**src/rtl/extbus_pkg.sv**
```systemverilog
package extbus_pkg;

    typedef enum logic [1:0] {
        REQ_NONE  = 2'd0,
        REQ_FETCH = 2'd1,
        REQ_READ  = 2'd2,
        REQ_WRITE = 2'd3
    } req_e;

    typedef enum logic [1:0] {
        ST_INT,
        ST_CODE,
        ST_DRD,
        ST_DWR
    } slot_e;

    // slot timing, in oscillator periods
    localparam int SLOT_LEN  = 6;
    localparam int DATA_LEN  = 2 * SLOT_LEN;
    localparam int LATCH_LEN = 2;
    localparam int PS_GAP    = 1;
    localparam int PS_LEN    = 3;
    localparam int DS_GAP    = 3;
    localparam int DS_LEN    = 6;
    localparam int TICK_W    = $clog2(DATA_LEN);

    localparam logic [TICK_W-1:0] T_LATCH = TICK_W'(LATCH_LEN);
    localparam logic [TICK_W-1:0] T_PS0   = TICK_W'(LATCH_LEN + PS_GAP);
    localparam logic [TICK_W-1:0] T_PS1   = TICK_W'(LATCH_LEN + PS_GAP + PS_LEN - 1);
    localparam logic [TICK_W-1:0] T_DS0   = TICK_W'(LATCH_LEN + DS_GAP);
    localparam logic [TICK_W-1:0] T_DS1   = TICK_W'(LATCH_LEN + DS_GAP + DS_LEN - 1);
    localparam logic [TICK_W-1:0] LAST_S  = TICK_W'(SLOT_LEN - 1);
    localparam logic [TICK_W-1:0] LAST_D  = TICK_W'(DATA_LEN - 1);

endpackage

```
**src/rtl/xb_aux_reg.sv**
```systemverilog
module xb_aux_reg #(
    parameter logic [7:0] AUX_ADDR = 8'h8E,
    parameter int         QUIET_BIT = 0
) (
    input  logic       clk,
    input  logic       rst,
    input  logic       sfr_we,
    input  logic [7:0] sfr_addr,
    input  logic [7:0] sfr_wdata,
    output logic       quiet
);

    always_ff @(posedge clk) begin
        if (rst)
            quiet <= 1'b0;
        else if (sfr_we && sfr_addr == AUX_ADDR)
            quiet <= sfr_wdata[QUIET_BIT];
    end

    // writes to other addresses do not touch the bit
    a_r7_other_addr: assert property (@(posedge clk) disable iff (rst)
        (sfr_we && sfr_addr != AUX_ADDR) |=> $stable(quiet));

endmodule

```
**src/rtl/xb_slot_fsm.sv**
```systemverilog
module xb_slot_fsm
    import extbus_pkg::*;
#(
    parameter int ADDR_W = 16,
    parameter int DATA_W = 8
) (
    input  logic                clk,
    input  logic                rst,
    input  logic [1:0]          req,
    input  logic [ADDR_W-1:0]   req_addr,
    input  logic [DATA_W-1:0]   req_wdata,
    input  logic                quiet,
    output slot_e               state,
    output logic [TICK_W-1:0]   tick,
    output logic                slot_quiet,
    output logic [ADDR_W-1:0]   addr_q,
    output logic [DATA_W-1:0]   wdata_q,
    output logic                take
);

    slot_e             nxt;
    logic [TICK_W-1:0] last;
    req_e              cmd;

    assign cmd = req_e'(req);

    always_comb begin
        last = (state == ST_DRD || state == ST_DWR) ? LAST_D : LAST_S;
        take = (tick == last);
        unique case (cmd)
            REQ_FETCH: nxt = ST_CODE;
            REQ_READ:  nxt = ST_DRD;
            REQ_WRITE: nxt = ST_DWR;
            default:   nxt = ST_INT;
        endcase
    end

    always_ff @(posedge clk) begin
        if (rst) begin
            state      <= ST_INT;
            tick       <= '0;
            slot_quiet <= 1'b0;
            addr_q     <= '0;
            wdata_q    <= '0;
        end else if (take) begin
            state      <= nxt;
            tick       <= '0;
            slot_quiet <= quiet;
            if (cmd != REQ_NONE)
                addr_q <= req_addr;
            if (cmd == REQ_WRITE)
                wdata_q <= req_wdata;
        end else begin
            tick <= tick + 1'b1;
        end
    end

    // each slot ends in the tick after take and restarts at 0
    a_r8_restart: assert property (@(posedge clk) disable iff (rst)
        take |=> (tick == '0));
    a_r8_tick_bound: assert property (@(posedge clk) disable iff (rst)
        tick <= LAST_D);
    // address held for the whole slot
    a_r6_addr_hold: assert property (@(posedge clk) disable iff (rst)
        !take |=> $stable(addr_q));

endmodule

```
**src/rtl/xb_strobe_gen.sv**
```systemverilog
module xb_strobe_gen
    import extbus_pkg::*;
#(
    parameter int ADDR_W = 16,
    parameter int DATA_W = 8
) (
    input  logic                clk,
    input  logic                rst,
    input  slot_e               state,
    input  logic [TICK_W-1:0]   tick,
    input  logic                slot_quiet,
    input  logic [ADDR_W-1:0]   addr_q,
    input  logic [DATA_W-1:0]   wdata_q,
    output logic                ale,
    output logic                psen_n,
    output logic                rd_n,
    output logic                wr_n,
    output logic                ad_oe,
    output logic [DATA_W-1:0]   ad_out,
    output logic [ADDR_W-9:0]   addr_hi
);

    logic in_latch;

    always_comb begin
        in_latch = (tick < T_LATCH);
        ale      = 1'b0;
        psen_n   = 1'b1;
        rd_n     = 1'b1;
        wr_n     = 1'b1;
        ad_oe    = 1'b0;
        unique case (state)
            ST_INT: begin
                ale = !rst && in_latch && !slot_quiet;
            end
            ST_CODE: begin
                ale    = !rst && in_latch;
                ad_oe  = in_latch;
                psen_n = !(tick >= T_PS0 && tick <= T_PS1);
            end
            ST_DRD: begin
                ale   = !rst && in_latch;
                ad_oe = in_latch;
                rd_n  = !(tick >= T_DS0 && tick <= T_DS1);
            end
            ST_DWR: begin
                ale   = !rst && in_latch;
                ad_oe = 1'b1;
                wr_n  = !(tick >= T_DS0 && tick <= T_DS1);
            end
            default: ;
        endcase
        ad_out  = in_latch ? addr_q[DATA_W-1:0] : wdata_q;
        addr_hi = addr_q[ADDR_W-1:8];
    end

    // strobes exclusive, lane free while a device drives it
    a_r9_one_strobe: assert property (@(posedge clk) disable iff (rst)
        $countones({~psen_n, ~rd_n, ~wr_n}) <= 1);
    a_r9_lane_free: assert property (@(posedge clk) disable iff (rst)
        (!psen_n || !rd_n) |-> !ad_oe);
    // latch pulse lasts exactly two periods
    a_r2_ale_min: assert property (@(posedge clk) disable iff (rst)
        $rose(ale) |=> ale);
    a_r2_ale_max: assert property (@(posedge clk) disable iff (rst)
        (ale && $past(ale)) |=> !ale);
    // write byte around the write strobe
    a_r5_wr_setup: assert property (@(posedge clk) disable iff (rst)
        $fell(wr_n) |-> ($past(ad_oe) && ad_oe));
    a_r5_wr_hold: assert property (@(posedge clk) disable iff (rst)
        $rose(wr_n) |-> ad_oe);

endmodule

```
**src/rtl/xb_rd_capture.sv**
```systemverilog
module xb_rd_capture
    import extbus_pkg::*;
#(
    parameter int DATA_W = 8
) (
    input  logic                clk,
    input  logic                rst,
    input  slot_e               state,
    input  logic [TICK_W-1:0]   tick,
    input  logic [DATA_W-1:0]   ad_in,
    output logic [DATA_W-1:0]   rdata,
    output logic                rdata_valid
);

    logic cap;

    always_comb
        cap = (state == ST_CODE && tick == T_PS1) ||
              (state == ST_DRD  && tick == T_DS1);

    always_ff @(posedge clk) begin
        if (rst) begin
            rdata       <= '0;
            rdata_valid <= 1'b0;
        end else begin
            rdata_valid <= cap;
            if (cap)
                rdata <= ad_in;
        end
    end

    // valid is a single-period pulse
    a_r3_valid_pulse: assert property (@(posedge clk) disable iff (rst)
        rdata_valid |=> !rdata_valid);

endmodule

```
**src/rtl/extbus_sequencer.sv**
```systemverilog
module extbus_sequencer
    import extbus_pkg::*;
#(
    parameter int         ADDR_W   = 16,
    parameter int         DATA_W   = 8,
    parameter logic [7:0] AUX_ADDR = 8'h8E
) (
    input  logic              clk,
    input  logic              rst,
    input  logic [1:0]        req,
    input  logic [ADDR_W-1:0] req_addr,
    input  logic [DATA_W-1:0] req_wdata,
    output logic              req_take,
    input  logic              sfr_we,
    input  logic [7:0]        sfr_addr,
    input  logic [7:0]        sfr_wdata,
    input  logic [DATA_W-1:0] ad_in,
    output logic [DATA_W-1:0] ad_out,
    output logic              ad_oe,
    output logic [ADDR_W-9:0] addr_hi,
    output logic              ale,
    output logic              psen_n,
    output logic              rd_n,
    output logic              wr_n,
    output logic [DATA_W-1:0] rdata,
    output logic              rdata_valid
);

    slot_e             state;
    logic [TICK_W-1:0] tick;
    logic              quiet;
    logic              slot_quiet;
    logic [ADDR_W-1:0] addr_q;
    logic [DATA_W-1:0] wdata_q;

    xb_aux_reg #(.AUX_ADDR(AUX_ADDR), .QUIET_BIT(0)) u_aux (
        .clk(clk), .rst(rst), .sfr_we(sfr_we), .sfr_addr(sfr_addr),
        .sfr_wdata(sfr_wdata), .quiet(quiet)
    );

    xb_slot_fsm #(.ADDR_W(ADDR_W), .DATA_W(DATA_W)) u_fsm (
        .clk(clk), .rst(rst), .req(req), .req_addr(req_addr),
        .req_wdata(req_wdata), .quiet(quiet), .state(state), .tick(tick),
        .slot_quiet(slot_quiet), .addr_q(addr_q), .wdata_q(wdata_q),
        .take(req_take)
    );

    xb_strobe_gen #(.ADDR_W(ADDR_W), .DATA_W(DATA_W)) u_stb (
        .clk(clk), .rst(rst), .state(state), .tick(tick),
        .slot_quiet(slot_quiet), .addr_q(addr_q), .wdata_q(wdata_q),
        .ale(ale), .psen_n(psen_n), .rd_n(rd_n), .wr_n(wr_n),
        .ad_oe(ad_oe), .ad_out(ad_out), .addr_hi(addr_hi)
    );

    xb_rd_capture #(.DATA_W(DATA_W)) u_cap (
        .clk(clk), .rst(rst), .state(state), .tick(tick), .ad_in(ad_in),
        .rdata(rdata), .rdata_valid(rdata_valid)
    );

    // nothing driven or strobed in reset
    a_r1_reset_idle: assert property (@(posedge clk)
        rst |-> (!ale && psen_n && rd_n && wr_n && !ad_oe));

endmodule

```
**config.mk**
```make
export PLATFORM = sky130hd
export DESIGN_NAME = extbus_sequencer
export DESIGN_NICKNAME = d
export VERILOG_FILES = /design/src/rtl/extbus_pkg.sv /design/src/rtl/xb_aux_reg.sv /design/src/rtl/xb_slot_fsm.sv /design/src/rtl/xb_strobe_gen.sv /design/src/rtl/xb_rd_capture.sv /design/src/rtl/extbus_sequencer.sv
export SDC_FILE = /design/constraint.sdc
export NUM_CORES = 1
export LEC_CHECK = 0
export BUFFER_PORTS_ARGS = -buffer_cell sky130_fd_sc_hd__buf_2
export CORE_MARGIN = 2
export CORE_UTILIZATION = 23
export DETAILED_ROUTE_END_ITERATION = 8
export PLACE_DENSITY = 0.56
export SYNTH_ARGS = -nofsm -noshare
export SYNTH_HDL_FRONTEND = slang
export SYNTH_HIERARCHICAL = 1
export SYNTH_SLANG_ARGS = --single-unit
```
**constraint.sdc**
```tcl
create_clock -name clk -period 2.1 [get_ports clk]
set_clock_uncertainty 0.15 [all_clocks]
set_input_delay 0.21 -clock clk [delete_from_list [all_inputs] [get_ports clk]]
set_output_delay 0.21 -clock clk [all_outputs]
set_load 0.05 [all_outputs]
```
==> results by group, run 1 <==
Yosys
  • Top cells by count, synth: nand2b_1 (71), dfxtp_1 (41), mux2i_1 (37), buf_4 (8), mux2_2 (8)
  • Syn_area_per_cell: 10.1 µm²
  • Ys Warns: 6
  • Post-synth top flop: dfxtp_1
  • Multiplexer share of the synthesized area: 0.206
  • Cell area after synthesis: 2230 µm²
  • Top cells by area, synth: dfxtp_1 (37%), nand2b_1 (20%), mux2i_1 (17%), mux2_2 (4.0%), ha_1 (3.4%)
  • Synth cell types: 37
  • Adder-cell share of the synthesized area: 0.0337
  • EDFF count, synth: 0
  • Post-synthesis simple-gate area fraction: 0.283
  • Synth Area in Compound Gates: 0.0437
  • Largest family of logic cells by synthesized area: simple AND/OR/NAND/NOR gates
  • Register area share after synthesis: 0.368
  • Asr flop ratio synth: 0
  • Count leader, synth: nand2b_1
  • Xor and xnor fraction of the mapped netlist area: 0.00393
  • Post-synth top area cell: dfxtp_1
  • Share of the synthesized area in the top cell type: 0.368
  • Net count after synthesis: 279
  • Seq cells post-synth: 41
  • Syn Inst Count: 220

Timing
  • Slew HR: 0.721
  • Final Hold Viols: 0
  • Final max-slew violation count: 0
  • Min Tclk post-route: 2060 ps
  • Fmax: 485 MHz
  • RSZ-0062 raised after global routing: true
  • Final Cycle Share: 0.982
  • Final setup fails: 0
  • Slew @ Worst Pin: 417 ps

Worst setup path
  • Nature of the critical path endpoint: output pin
  • Flop2flop setup slack: 280 ps
  • Slowest stage delay, CP: 360 ps
  • Setup CP Type: reg2out
  • CP delay by family, top: buffers and inverters
  • Slowest-stage cell, CP: dfxtp_4
  • WP buf/inv: 3
  • Critical path required time: 1740 ps
  • Worst setup SP type: flop
  • Crit path DAT: 1700 ps
  • CP cell instances: buf_4, nor3_4, buf_12, mux2_2, buf_6
  • Worst-path fanout max: 8

Route
  • Routed WL: 4.86 mm
  • DRT antenna net count: 0
  • Drt pass-1 iters: 4
  • Starting DRT DRC Count: 41
  • WL met1: 2.35 mm
  • DR WL met2: 2.24 mm
  • DR vias/cell: 3.99
  • Met3 WL: 189 µm
  • WL per Instance: 11.3 µm
  • DRC viols: 0
  • Top sig layer: met4
  • Vias: 1,711

Cells and area
  • Multi-input gate area in the final layout: 1280 µm²
  • Flip-flop and latch area: 826 µm²
  • Final nets: 358
  • Non-filler cells, final: 429
  • Util after Layout: 0.314
  • Share of layout cells above drive strength 1: 0.397
  • Area Overhead vs Synth: 31.4%
  • N_diodes: 0
  • Fill cell count: 978

Die
  • Starting density of the core: 0.239
  • Die outline width: 102 µm
  • Core Rows: 35
  • Ports: 84
  • Die H: 102 µm
  • CORE AREA: 9330 µm²
  • Die ar.: 10,500 µm²

Clocking
  • CTS tree: done
  • Root buffer cell: clkbuf_8
  • TritonCTS Buffers: 5
  • H-tree Lvls: 2
  • Clk buf depth: 2
  • Skew-Pair Late Insertion Delay: 290 ps
  • Clock-pin slew of the registers on the worst-case setup and hold paths: 90 ps
  • Clk sinks: 41

GRT
  • Largest net degree at the start of global routing: 42
  • Initial antenna violation count: 0
  • GRT Util Overall: 0.0964
  • Vias in the first global route: 1,676
  • Gr ovfl total: 0
  • First-pass GRT wire length: 7.91 mm

Place
  • PortBufs: 76
  • Routability cong.: 0.712
  • DPL Wire Length: 3.52 mm
  • Placed cells: 419

Pwr
  • PD cells: 548 nW/µm²
  • Peak supply drop: 0.239 mV
  • Static Leakage: 1.23 nW
  • Total power: 1.61 mW

Min path
  • Hold crit path type: in2reg

Run
  • Maxcap violations: 0

Outcome
  • Status: complete, no violations
## timing repair
action / CTS / global route
hold buffers: 0 / 0
resized for setup: 7 / 18
setup endpoints to repair: 9 / 9
pin swaps: 1 / 1
buffers inserted: 1 / 1
hold endpoints to repair: 0 / 0
## worst paths after layout
kind | from | endpoint | cells after the start
setup / recovery | u_fsm/tick[3] | ad_out[3] | 5
hold / removal | ad_in[1] | u_cap/rdata[1] | 3
setup reg to reg | u_fsm/tick[3] | u_fsm/addr_q[8] | 4
hold reg to reg | u_cap/rdata[5] | u_cap/rdata[5] | 2
## registers in the layout, indices dropped and copies added, names as in the netlist
| signal | flops |
|---|---|
| u_aux/quiet | 1 |
| u_cap/rdata | 8 |
| u_cap/rdata_valid | 1 |
| u_fsm/addr_q | 16 |
| u_fsm/slot_quiet | 1 |
| u_fsm/state | 2 |
| u_fsm/tick | 4 |
| u_fsm/wdata_q | 8 |
## placed cells by master (no fill, tap or decap), drive strengths merged
| master | instances |
|---|---|
| nand2 | 4 |
| a22oi | 1 |
| and2 | 1 |
| inv | 2 |
| a21boi | 1 |
| o21ai | 2 |
| mux2i | 37 |
| nor3b | 1 |
| clkinv | 1 |
| or3b | 1 |
| and2b | 2 |
| o211ai | 1 |
| dfxtp | 41 |
| nor3 | 2 |
| or4b | 1 |
| a21oi | 5 |
| and4bb | 2 |
| nor2b | 1 |
| or2b | 1 |
| nor4 | 1 |
| o2bb2ai | 1 |
| xnor2 | 1 |
| ha | 6 |
| mux2 | 8 |
| nor2 | 3 |
| buf | 89 |
| nand4b | 2 |
| nand3b | 1 |
| clkbuf | 8 |
| nand4 | 1 |
| nand3 | 1 |
| nand2b | 71 |
## layer usage
| metal | vias up | track usage |
|---|---|---|
| met5 | - | 0 |
| li1 | 885 | - |
| met1 | 783 | 0.129 |
| met4 | 0 | 0.0359 |
| met2 | 37 | 0.152 |
| met3 | 6 | 0.0212 |
## cells by family after synthesis
| kind of cell | count (synthesis) |
|---|---|
| adder cells (fa/ha/maj) | 6 |
| XOR/XNOR | 1 |
| buffers and inverters | 20 |
| flip-flops | 41 |
| AND/OR/NAND/NOR | 96 |
| AO/OA/AOI/OAI | 11 |
| multiplexers | 45 |
## where the power goes
group          switching, mW  total, mW  internal [mW]
Sequential           0.00935      0.795          0.785
Clock                  0.284      0.582          0.298
Combinational          0.109      0.231          0.122
## layout make-up
class | instances | area share
timing repair buffer | 90 | 0.188
sequential | 41 | 0.282
tap | 129 | 0.0551
inverter | 2 | 0.00256
clock buffer | 7 | 0.0329
clock inverter | 1 | 0.00171
multi-input combinational | 159 | 0.438
## worst reg2reg max path: stages, from the launching register on
cell and delay, ps:
dfxtp_4 360, or4b_4 580, a21oi_4 180, buf_4 240
mux2i_1 240
## metrics by stage
stage          setup TNS [ps]  hold slack, ps  instance area (µm²)  worst slack (ps)
6_report                    0            14.1                 2930              38.1
5_1_grt                  -165            23.8                 2930             -30.3
4_1_cts                     0            2.86                 2880              1.33
3_5_place_dp                0             310                 2750               162
3_3_place_gp                0             304                 2750               187
2_1_floorplan               0             212                 2240               105
Note: power is estimated with default switching activity, not from simulation.
==> inputs of run 2 (changes only) <==
Settings changed: PLACE_DENSITY 0.56 to 0.55, TNS_END_PERCENT set to 100.
Clock period 2.1 ns to 2.5 ns, I/O delays scaled along.
==> results by group, run 2 (synthesis results as in run 1) <==
Outcome
  • Status: complete, no violations

Timing
  • Final Hold Viols: 0
  • Final Cycle Share: 0.929
  • Final setup TNS: 0 ps
  • Final hold slack: 46.5 ps
  • RSZ-0062 raised after global routing: false
  • Fmax: 430 MHz
  • Min Tclk post-route: 2320 ps
  • Slew @ Worst Pin: 441 ps
  • Final setup fails: 0
  • Slew HR: 0.705
  • Final max-slew violation count: 0

Die
  • Core Rows: 35
  • Die H: 102 µm
  • Ports: 84
  • CORE AREA: 9330 µm²
  • Die outline width: 102 µm
  • Die ar.: 10,500 µm²
  • Starting density of the core: 0.239

Min path
  • Hold endpoint: u_aux/quiet
  • Hold Crit Start: sfr_wdata[0]
  • Hold crit path type: in2reg
  • Hold path cells: 3

Cells and area
  • Share of layout cells above drive strength 1: 0.375
  • N_diodes: 0
  • Non-filler cells, final: 422
  • Most common cell after layout, fill and taps aside: buf_2
  • Most frequent cells in the layout: buf_2 (76), nand2b_1 (71), dfxtp_1 (40), mux2i_1 (37), mux2_2 (8)
  • Area Overhead vs Synth: 25.7%
  • Top Registers: u_fsm/addr_q (16), u_cap/rdata (8), u_fsm/wdata_q (8)
  • Max reg flops: 16
  • Biggest register: u_fsm/addr_q
  • Final nets: 351

Worst setup path
  • Crit path DAT: 1920 ps
  • Setup CP Type: reg2out
  • CP delay by family, top: simple AND/OR/NAND/NOR gates
  • RR Startpoint: u_fsm/state[1]
  • Worst setup SP type: flop
  • Capturing point of the worst reg2reg path: u_fsm/wdata_q[2]
  • Slowest-stage cell, CP: or4b_1
  • WP buf/inv: 1
  • Slowest stage delay, CP: 700 ps
  • Nature of the critical path endpoint: output pin
  • Flop2flop setup slack: 480 ps
  • CP cell instances: or4b_1, a21boi_2, buf_2
  • Critical path required time: 2100 ps
  • Worst-path fanout max: 9
  • R2R cell count: 3

Pwr
  • Total power: 1.31 mW
  • Static Leakage: 1.18 nW
  • Peak supply drop: 0.164 mV
  • PD cells: 467 nW/µm²

Clocking
  • H-tree Lvls: 2
  • Clk sinks: 41
  • # hold bufs at CTS: 0
  • Root buffer cell: clkbuf_8
  • TritonCTS Buffers: 5
  • Clock-pin slew of the registers on the worst-case setup and hold paths: 90 ps
  • Postcts setup bufs: 0
  • CTS tree: done
  • Clk buf depth: 2
  • Skew-Pair Late Insertion Delay: 300 ps

GRT
  • Gr ovfl total: 0
  • Largest net degree at the start of global routing: 50
  • Initial antenna violation count: 0
  • Vias in the first global route: 1,743
  • GRT Util Overall: 0.0979
  • First-pass GRT wire length: 8.05 mm

Route
  • DR vias/cell: 4.03
  • Vias: 1,701
  • Drt pass-1 iters: 4
  • Starting DRT DRC Count: 60
  • WL per Instance: 11.6 µm
  • DRC viols: 0
  • DRT antenna net count: 0
  • Routed WL: 4.90 mm

Place
  • Placed cells: 414
  • DPL Wire Length: 3.64 mm
  • Routability cong.: 0.730
  • PortBufs: 76

Run
  • Maxcap violations: 0
[run 2: cell types whose count changed in the layout (fill, tap and decap cells not counted), moves of 2 or more]
cell      previous run  this run
buf_2               67        76
buf_6                8         0
buf_4               13         6
clkbuf_8             7         5
inv_6                0         2
[run 2: how the worst max path moves through the flow]
stage,from,end,slack [ps],cells past startpoint
after floorplan,u_fsm/tick[2],u_fsm/slot_quiet,300,4
after global placement,u_fsm/tick[2],u_fsm/wdata_q[2],430,3
after detailed placement,u_fsm/tick[2],u_fsm/wdata_q[2],380,3
after CTS,u_fsm/tick[2],req_take,50,3
after global routing,u_fsm/tick[1],req_take,100,3
final,u_fsm/state[1],req_take,180,3
[run 2: worst min-delay path, stage by stage]
cell and delay (ps):
buf_2 90, nand2b_1 50, mux2i_1 60
[run 2: per-stage QoR]
stage                     utilization  setup slack (ps)  area (µm²)
after floorplan                     -               301        2230
after global placement          0.290               427        2710
after detailed placement        0.290               385        2710
after CTS                       0.300              47.7        2800
after global routing            0.301               104        2800
final                           0.301               177        2800
[run 2: what timing repair did]
item,4_1_cts,5_1_grt
gates resized for setup,0,1
hold endpoints to repair,0,0
setup endpoints to repair,0,1
[run 2: metal layers]
layer,vias to the layer above,GRT usage,part of all wire
met5,-,0,0
met4,0,0.0421,0.018
met3,6,0.0233,0.048
met2,38,0.159,0.48
met1,783,0.123,0.45
li1,874,-,-
[run 2: layout make-up]
class / instances / area (µm²)
clock buffers: 5 / 68.8
fillers: 1005 / 6520
inverters: 2 / 7.51
well taps: 129 / 161
multi-input cells: 159 / 1270
flip-flops and latches: 41 / 822
repair buffers: 83 / 445
clock inverters: 3 / 25.0
[run 2: where the power goes]
group / internal, mW / switching [mW] / total, mW
Combinational: 0.0908 / 0.0807 / 0.171
Sequential: 0.661 / 0.0153 / 0.676
Clock: 0.204 / 0.258 / 0.462
Total: 0.955 / 0.354 / 1.31
==> inputs of run 3 (changes only) <==
Settings changed: SYNTH_HIERARCHICAL 1 to unset.
==> results by group, run 3 <==
Route
  • Vias: 1,685
  • DRT antenna net count: 0
  • Starting DRT DRC Count: 24
  • Routed WL: 4.90 mm
  • Drt pass-1 iters: 4
  • WL per Instance: 11.5 µm
  • DR vias/cell: 3.96
  • DRC viols: 0

Die
  • Starting density of the core: 0.239
  • Die ar.: 10,400 µm²
  • CORE AREA: 9280 µm²
  • Core Rows: 35
  • Ports: 84
  • Die outline width: 102 µm
  • Die H: 102 µm

Worst setup path
  • Worst-path fanout max: 10
  • RR Startpoint: u_fsm.tick[2]
  • R2R cell count: 4
  • Crit path DAT: 1950 ps
  • Setup CP Type: reg2out
  • Worst setup SP type: flop
  • Capturing point of the worst reg2reg path: u_fsm.addr_q[2]
  • Flop2flop setup slack: 410 ps
  • Nature of the critical path endpoint: output pin
  • Critical path required time: 2100 ps

Clocking
  • Clock-pin slew of the registers on the worst-case setup and hold paths: 90 ps
  • # hold bufs at CTS: 0
  • Post_cts resized: 0
  • Skew-Pair Late Insertion Delay: 300 ps
  • Clk sinks: 41
  • H-tree Lvls: 2
  • CTS tree: done
  • Clk buf depth: 2
  • TritonCTS Buffers: 5
  • Root buffer cell: clkbuf_8
  • Postcts setup bufs: 0

Timing
  • Final setup fails: 0
  • Min Tclk post-route: 2350 ps
  • RSZ-0062 raised after global routing: false
  • Slew HR: 0.612
  • Final setup TNS: 0 ps
  • Final Cycle Share: 0.939
  • Slew @ Worst Pin: 583 ps
  • Fmax: 426 MHz
  • Final max-slew violation count: 0
  • Final Hold Viols: 0

Pwr
  • Peak supply drop: 0.205 mV
  • PD cells: 529 nW/µm²
  • Static Leakage: 1.19 nW

Outcome
  • Status: complete, no violations

GRT
  • Gr ovfl total: 0
  • GRT Util Overall: 0.0966
  • Vias in the first global route: 1,681
  • Initial antenna violation count: 0
  • Largest net degree at the start of global routing: 37
  • First-pass GRT wire length: 7.80 mm

Place
  • PortBufs: 76
  • Routability cong.: 0.700
  • DPL Wire Length: 3.57 mm

Yosys
  • Cell area after synthesis: 2220 µm²
  • Post-synth top area cell: dfxtp_1
  • EDFF count, synth: 0
  • Ys Warns: 0
  • Share of the synthesized area in the top cell type: 0.370
  • Top cells by area, synth: dfxtp_1 (37%), nand2b_1 (20%), mux2i_1 (16%), ha_1 (4.5%), mux2_2 (4.1%)
  • Seq cells post-synth: 41
  • Top cells by count, synth: nand2b_1 (72), dfxtp_1 (41), mux2i_1 (36), clkbuf_1 (9)
  • Count leader, synth: nand2b_1
  • Register area share after synthesis: 0.370
  • Syn_area_per_cell: 9.77 µm²
  • Net count after synthesis: 288
  • Synth cell types: 34
  • Post-synth top flop: dfxtp_1
  • Syn Inst Count: 227
  • Asr flop ratio synth: 0

Min path
  • Hold Crit Start: ad_in[4]
  • Hold crit path type: in2reg
  • Hold endpoint: u_cap.rdata[4]
  • Hold path cells: 3

Run
  • Maxcap violations: 0

Cells and area
  • Fill cell count: 1,026
  • Share of layout cells above drive strength 1: 0.345
  • Area Overhead vs Synth: 26.3%
  • Most common cell after layout, fill and taps aside: buf_2
  • Top Registers: u_fsm.addr_q (16), u_cap.rdata (8), u_fsm.wdata_q (8)
  • Biggest register: u_fsm.addr_q
  • Util after Layout: 0.302
  • N_diodes: 0
  • Most frequent cells in the layout: buf_2 (76), nand2b_1 (72), dfxtp_1 (41), mux2i_1 (36)
  • Final nets: 356
  • Max reg flops: 16
[run 3: per-layer routing]
layer	share of wire	GRT usage	up-vias
met2	0.48	0.168	46
met3	0.043	0.0205	5
li1	-	-	878
met1	0.46	0.118	756
met5	0	0	-
met4	0.015	0.0338	0
[run 3: power by group]
part	internal, mW	total [mW]	switching (mW)
Sequential	0.660	0.672	0.0121
Combinational	0.0841	0.169	0.0847
Clock	0.397	0.639	0.242
[run 3: critical path, cell delays in order (launching register included)]
cell and delay, ps:
dfxtp_1 520, or4b_1 620, a21oi_2 220, buf_2 290
[run 3: worst max-delay path by stage]
stage | slack, ps | endpoint | from
after floorplan | 370 | u_fsm.slot_quiet | u_fsm.state[1]
after global placement | 470 | u_fsm.addr_q[6] | u_fsm.tick[2]
after detailed placement | 420 | u_fsm.addr_q[2] | u_fsm.tick[2]
after CTS | 130 | req_take | u_fsm.tick[2]
after global routing | 60 | req_take | u_fsm.tick[2]
final | 150 | req_take | u_fsm.tick[2]
[run 3: layout make-up]
class / count / area, µm² / area share
tap: 129 / 161 / 0.0576
multi-input combinational: 162 / 1250 / 0.447
timing repair buffer: 81 / 418 / 0.149
clock buffer: 5 / 68.8 / 0.0246
inverter: 4 / 15.0 / 0.00536
sequential: 41 / 821 / 0.293
clock inverter: 3 / 65.1 / 0.0232
[run 3: stage by stage]
stage	worst slack (ps)	std cells	hold slack [ps]	power (mW)	cell area (µm²)
2_1_floorplan	371	227	252	0.798	2220
3_3_place_gp	473	417	306	0.857	2670
3_5_place_dp	423	417	313	0.860	2670
4_1_cts	129	425	36.6	1.51	2800
5_1_grt	55.4	425	36.4	1.55	2800
6_report	153	425	50.2	1.48	2800
[run 3: logic make-up after synthesis]
| kind of cell | Yosys count | share of synthesized area |
|---|---|---|
| adder cells (fa/ha/maj) | 8 | 0.0451 |
| AO/OA/AOI/OAI | 11 | 0.0401 |
| flip-flops | 41 | 0.370 |
| buffers and inverters | 24 | 0.0655 |
| AND/OR/NAND/NOR | 98 | 0.272 |
| multiplexers | 44 | 0.203 |
| XOR/XNOR | 1 | 0.00395 |
